### src/rtl/evt_sampler.sv
module evt_sampler #(
  parameter int W  = 12,
  parameter int GW = 8,
  parameter int CW = 8
) (
  input  logic              clk,
  input  logic              rst_n,
  input  logic              period_start,
  input  logic [W-1:0]      smp_data,
  input  logic              smp_ready,
  input  logic [W-1:0]      v_lo,
  input  logic [W-1:0]      v_hi,
  input  logic [W-1:0]      i_band,
  input  logic [GW-1:0]     gap_cycles,
  output logic              ch_sel,
  output logic              conv_start,
  output logic              v_event,
  output logic              i_event,
  output logic signed [W:0] i_delta,
  output logic              pwm_restart,
  output logic              full_duty,
  output logic [CW-1:0]     v_count,
  output logic [CW-1:0]     i_count
);
  localparam logic [CW-1:0] CMAX = {CW{1'b1}};

  typedef enum logic [1:0] {IDLE, V_WAIT, GAP, I_WAIT} st_t;
  st_t st;
  logic [GW-1:0] gcnt;
  logic [W-1:0]  base;

  wire signed [W+1:0] diff   = $signed({2'b00, smp_data}) - $signed({2'b00, base});
  wire signed [W+1:0] band   = $signed({2'b00, i_band});
  wire                v_out  = (smp_data < v_lo) || (smp_data > v_hi);
  wire                i_out  = (diff > band) || (diff < -band);
  wire                v_take = (st == V_WAIT) && smp_ready && !period_start;
  wire                i_take = (st == I_WAIT) && smp_ready && !period_start;

  always_ff @(posedge clk) begin
    if (!rst_n) begin
      st <= IDLE;
      gcnt <= '0;
      base <= '0;
      ch_sel <= 1'b0;
      conv_start <= 1'b0;
      v_event <= 1'b0;
      i_event <= 1'b0;
      i_delta <= '0;
      pwm_restart <= 1'b0;
      full_duty <= 1'b0;
      v_count <= '0;
      i_count <= '0;
    end else begin
      conv_start <= 1'b0;
      v_event <= 1'b0;
      i_event <= 1'b0;
      pwm_restart <= 1'b0;
      if (period_start) begin
        st <= V_WAIT;
        ch_sel <= 1'b0;
        conv_start <= 1'b1;
        full_duty <= 1'b0;
      end else begin
        case (st)
          V_WAIT: if (v_take) begin
            st <= GAP;
            gcnt <= gap_cycles;
            if (v_out) begin
              v_event <= 1'b1;
              if (v_count != CMAX) v_count <= v_count + 1'b1;
            end
          end
          GAP: if (gcnt == '0) begin
            st <= I_WAIT;
            ch_sel <= 1'b1;
            conv_start <= 1'b1;
          end else gcnt <= gcnt - 1'b1;
          I_WAIT: if (i_take) begin
            st <= IDLE;
            if (i_out) begin
              i_event <= 1'b1;
              i_delta <= diff[W:0];
              base <= smp_data;
              pwm_restart <= 1'b1;
              full_duty <= 1'b1;
              if (i_count != CMAX) i_count <= i_count + 1'b1;
            end
          end
          default: ;
        endcase
      end
    end
  end

  assert_conv_pulse_R2: assert property (@(posedge clk) disable iff (!rst_n)
    conv_start |=> !conv_start);
  assert_v_evt_source_R3: assert property (@(posedge clk) disable iff (!rst_n)
    v_event |-> ($past(smp_ready) && !ch_sel));
  assert_i_evt_channel_R5: assert property (@(posedge clk) disable iff (!rst_n)
    i_event |-> ch_sel);
  assert_restart_pairs_R7: assert property (@(posedge clk) disable iff (!rst_n)
    $rose(full_duty) |-> (pwm_restart && i_event));
  assert_quiet_counts_R8: assert property (@(posedge clk) disable iff (!rst_n)
    (!v_event && !i_event) |-> ($stable(v_count) && $stable(i_count)));
  assert_no_overflow_R9: assert property (@(posedge clk) disable iff (!rst_n)
    (v_count == CMAX) |=> (v_count == CMAX));
  assert_no_overflow_i_R9: assert property (@(posedge clk) disable iff (!rst_n)
    (i_count == CMAX) |=> (i_count == CMAX));
  assert_single_event_R3: assert property (@(posedge clk) disable iff (!rst_n)
    !(v_event && i_event));
endmodule

### config.mk
export PLATFORM = sky130hd
export DESIGN_NAME = evt_sampler
export DESIGN_NICKNAME = d
export VERILOG_FILES = /design/src/rtl/evt_sampler.sv
export SDC_FILE = /design/constraint.sdc
export NUM_CORES = 1
export LEC_CHECK = 0
export ABC_CLOCK_PERIOD_IN_PS = 8900
export BUFFER_PORTS_ARGS = -buffer_cell sky130_fd_sc_hd__buf_4
export CORE_MARGIN = 4
export CORE_UTILIZATION = 50
export CTS_CLUSTER_DIAMETER = 50
export DETAILED_ROUTE_END_ITERATION = 10
export GPL_TIMING_DRIVEN = 1
export HOLD_SLACK_MARGIN = 0.12
export PLACE_DENSITY = 0.74
export SLEW_MARGIN = 20
export SYNTH_ARGS = -nofsm -noshare
export SYNTH_HDL_FRONTEND = slang
export SYNTH_SLANG_ARGS = --single-unit
### constraint.sdc
create_clock -name clk -period 8.9 [get_ports clk]
set_clock_uncertainty 0.15 [all_clocks]
set_input_delay 0 -clock clk [delete_from_list [all_inputs] [get_ports clk]]
set_output_delay 0 -clock clk [all_outputs]
set_load 0.1 [all_outputs]
==> results.tsv <==
stage	metric	value	unit
run_status	outcome	finished clean	
grt	largest net degree at the start of global routing	46	
worst_setup_path	RR Endpoint	base[5]	
synthesis	Synth Instances	559	
clock_tree	CTS buffer count	5	
final_layout	most frequent cells in the layout	buf_4 (96), nand2_1 (68), ha_1 (61)	
worst_setup_path	Register-to-Register Path Depth	21	
timing	Slew Limit Fails	0	
grt	GR Util All Layers	0.2212	
final_layout	share of layout cells above drive strength 1	0.2006	
grt	first-pass GRT wire length	19040	um
power	Seq pwr share	0.456	
timing	final worst path period share	0.5958	
placement	DP HPWL	8870	um
power	Net Sw Power	0.0001757	W
clock_tree	Clock Tree Buf Depth	2	
job	MaxCap Viol Count	0	
synthesis	asr flop ratio synth	0	
detailed_routing	Routed Wire Length	11410	um
final_layout	fillcell total	737	
detailed_routing	Pre-Repair DR Iteration Count	4	
worst_hold_path	Hold Startpoint	v_lo[11]	
synthesis	area share of the leading cell type in the synthesized netlist	0.2504	
floorplanning	top-level I/O count	95	
floorplanning	core area	8721	um^2
clock_tree	H-Tree Depth	2	
detailed_routing	First DRT Iteration DRCs	201	
detailed_routing	average wire per standard cell	14.43	um
timing	fmax	188.6	MHz
worst_setup_path	Setup crit start kind	input pin	
clock_tree	clock latency on the worst-skew pair	0.31	ns
synthesis	synth top area cells	dfxtp_1 (25%), ha_1 (17%), nand2_1 (5.7%)	
synthesis	Yosys warnings	0	
worst_hold_path	worst min path class	input pin to flop	
placement	gpl congestion	0.8986	
clock_tree	Root Driver	clkbuf_8	
synthesis	Post-Syn Area	4477	um^2
timing	RSZ-0062 raised after global routing	no	
power	Sw Ratio	0.3133	
placement	IO buf count	94	
clock_tree	PostCTS Resize Cnt	0	
final_layout	fin area	5682	um^2
synthesis	Post-synth top flop	dfxtp_1	
timing	Tightest Pin Transition	0.6891	ns
placement	Post-DP Area	5235	um^2
power	cell-internal power	0.0003851	W
synthesis	Syn Nets	681	
final_layout	Area growth, synth to finish	26.91	%
synthesis	synth unique cells	61	
power	Design Power	0.0005609	W
power	Max VDD drop	0.06123	mV
power	leakage	2.625	nW
timing	Final min period	5.302	ns
worst_hold_path	Min-Delay Path Depth	6	
clock_tree	CTS tree	built	
worst_setup_path	start of the worst register-to-register path	base[0]	
synthesis	Yosys top cell by area	dfxtp_1	
synthesis	register area share after synthesis	0.2504	
synthesis	number of synthesized flops with an enable pin	0	
worst_setup_path	crit path max fanout	22	
timing	# setup viols final	0	
detailed_routing	drt drc	0	
clock_tree	clock sinks	56	
final_layout	most common cell after layout, fill and taps aside	buf_4	
clock_tree	clock slew at reported path FFs	0.10	ns
detailed_routing	Post-DRT Antenna Nets	0	
worst_setup_path	Crit Path Class	input pin to flop	
synthesis	synthesis-stage register bit count	56	
grt	vias in the first global route	4206	
power	Gate power share	0.287	
power	PD cells	98.71	nW/um^2
grt	initial antenna violation count	0	
timing	Hold Violations, Final	0	
final_layout	Layout Nets	804	
floorplanning	Die H	102.6	um
worst_setup_path	Worst Setup End Kind	flop	
worst_setup_path	arrival time of the worst setup path	5.41	ns
detailed_routing	total number of vias	4321	
timing	max_slew headroom	0.5396	
timing	Setup TNS Final	0	ns
worst_hold_path	Hold Path Sink	v_event	
floorplanning	Die X	102.6	um
final_layout	diode count	0	
worst_setup_path	worst path required time	9.01	ns
synthesis	Synth Area per Inst	8.009	um^2
grt	GRT overflow	0	
floorplanning	Cell Rows	34	
power	Clk network pwr share	0.257	
detailed_routing	Avg Vias per Cell	5.463	
floorplanning	Initial Util	0.5133	
floorplanning	Die ar.	10530	um^2
worst_setup_path	reg2reg setup slack	3.68	ns
[cells by family (layout without fill, tap and decap cells)]
logic type               after synthesis  count (layout)  share of synthesized area
adder cells (fa/ha/maj)               62              62                     0.1750
XOR/XNOR                              24              24                    0.05031
multiplexers                           7               7                    0.01565
AO/OA/AOI/OAI                        129             129                     0.2155
AND/OR/NAND/NOR                      207             207                     0.2227
buffers and inverters                 74             198                    0.07043
flip-flops                            56              56                     0.2504
[worst max-delay path: stages]
cell and delay [ns]:
dlygate4sd3_1 0.53, buf_4 0.11, inv_1 0.06, ha_1 0.23, fa_1 0.41, nor2b_1 0.21
nor3_2 0.07, o21ai_2 0.25, a41oi_2 0.24, nand2b_1 0.13, a21o_1 0.19, inv_1 0.10
ha_1 0.29, inv_1 0.06, a2111oi_0 0.45, a21oi_1 0.08, nor2_1 0.11, inv_1 0.05
a31oi_1 0.26, a32o_1 0.43, buf_4 0.34, nand2_1 0.13, a21boi_2 0.15, dlygate4sd3_1 0.55
[per-stage QoR]
step | hold slack (ns) | utilization | cells | setup slack, ns
2_1_floorplan | -0.01844 | - | 559 | 5.155
3_3_place_gp | 0.1326 | 0.6003 | 747 | 4.541
3_5_place_dp | 0.1469 | 0.6003 | 747 | 4.253
4_1_cts | 0.1369 | 0.6515 | 791 | 3.691
5_1_grt | 0.2251 | 0.6515 | 791 | 3.032
6_report | 0.2029 | 0.6515 | 791 | 3.598
[power groups by stage]
stage | registers (W) | logic, W | clock network [W]
floorplan | 0.000266 | 0.0000928 | 0
global placement | 0.000261 | 0.000144 | 0
detailed placement | 0.000261 | 0.000150 | 0
CTS | 0.000256 | 0.000159 | 0.000149
global route | 0.000256 | 0.000181 | 0.000158
finish | 0.000256 | 0.000161 | 0.000144
[how the worst max path moves through the flow]
stage / from / endpoint / slack (ns)
after floorplan: base[1] / i_delta[0] / 5.16
after global placement: base[0] / i_count[6] / 4.54
after detailed placement: base[0] / i_count[6] / 4.25
after CTS: smp_data[0] / base[4] / 3.69
after global routing: smp_data[0] / base[5] / 3.03
final: smp_data[0] / base[5] / 3.60
[state kept, by name (all words and copies together), names as in the netlist]
register	count
st	2
v_event	1
v_count	8
gcnt	8
i_count	8
full_duty	1
i_delta	13
ch_sel	1
pwm_restart	1
base	12
conv_start	1
[Yosys cell counts (3+ instances only)]
library cell,n
a31oi_1,5
buf_6,4
o221a_2,4
a41oi_1,5
nand4_1,9
xor2_1,9
nand2b_1,15
clkbuf_1,7
a21boi_1,9
ha_1,61
and3_1,6
or2_2,3
or3_1,6
a21boi_2,10
mux2i_1,7
nor3_1,15
nor2b_1,7
nand2_1,68
a21o_1,10
inv_1,58
nor2_1,45
and2_1,9
xnor2_1,14
nand2_2,4
o21a_1,9
o21ai_0,17
dfxtp_1,56
buf_2,3
o31a_1,3
a21oi_1,32
nand3_1,13
[routing by layer]
layer	routed length, um	share of wire	track usage
met4	374	0.033	0.07669
met1	5140	0.45	0.2919
met2	5279	0.46	0.3719
met5	0	0	0
met3	616	0.054	0.02842
[what timing repair did]
action | in CTS | in global routing
endpoints found under the hold margin | 49 | 0
hold buffers | 36 | 0
setup buffers | 0 | 0
endpoints found under the setup margin | 0 | 0
[layout make-up]
class,instances,area (um^2),share of cell area
clock inverter,2,13.76,0.002422
inverter,58,217.7,0.03832
timing repair buffer,132,1081,0.1903
multi-input combinational,429,3040,0.5351
tap,108,135.1,0.02378
clock buffer,6,72.57,0.01277
sequential,56,1121,0.1973
No activity file was read; power rests on OpenSTA's default activity.
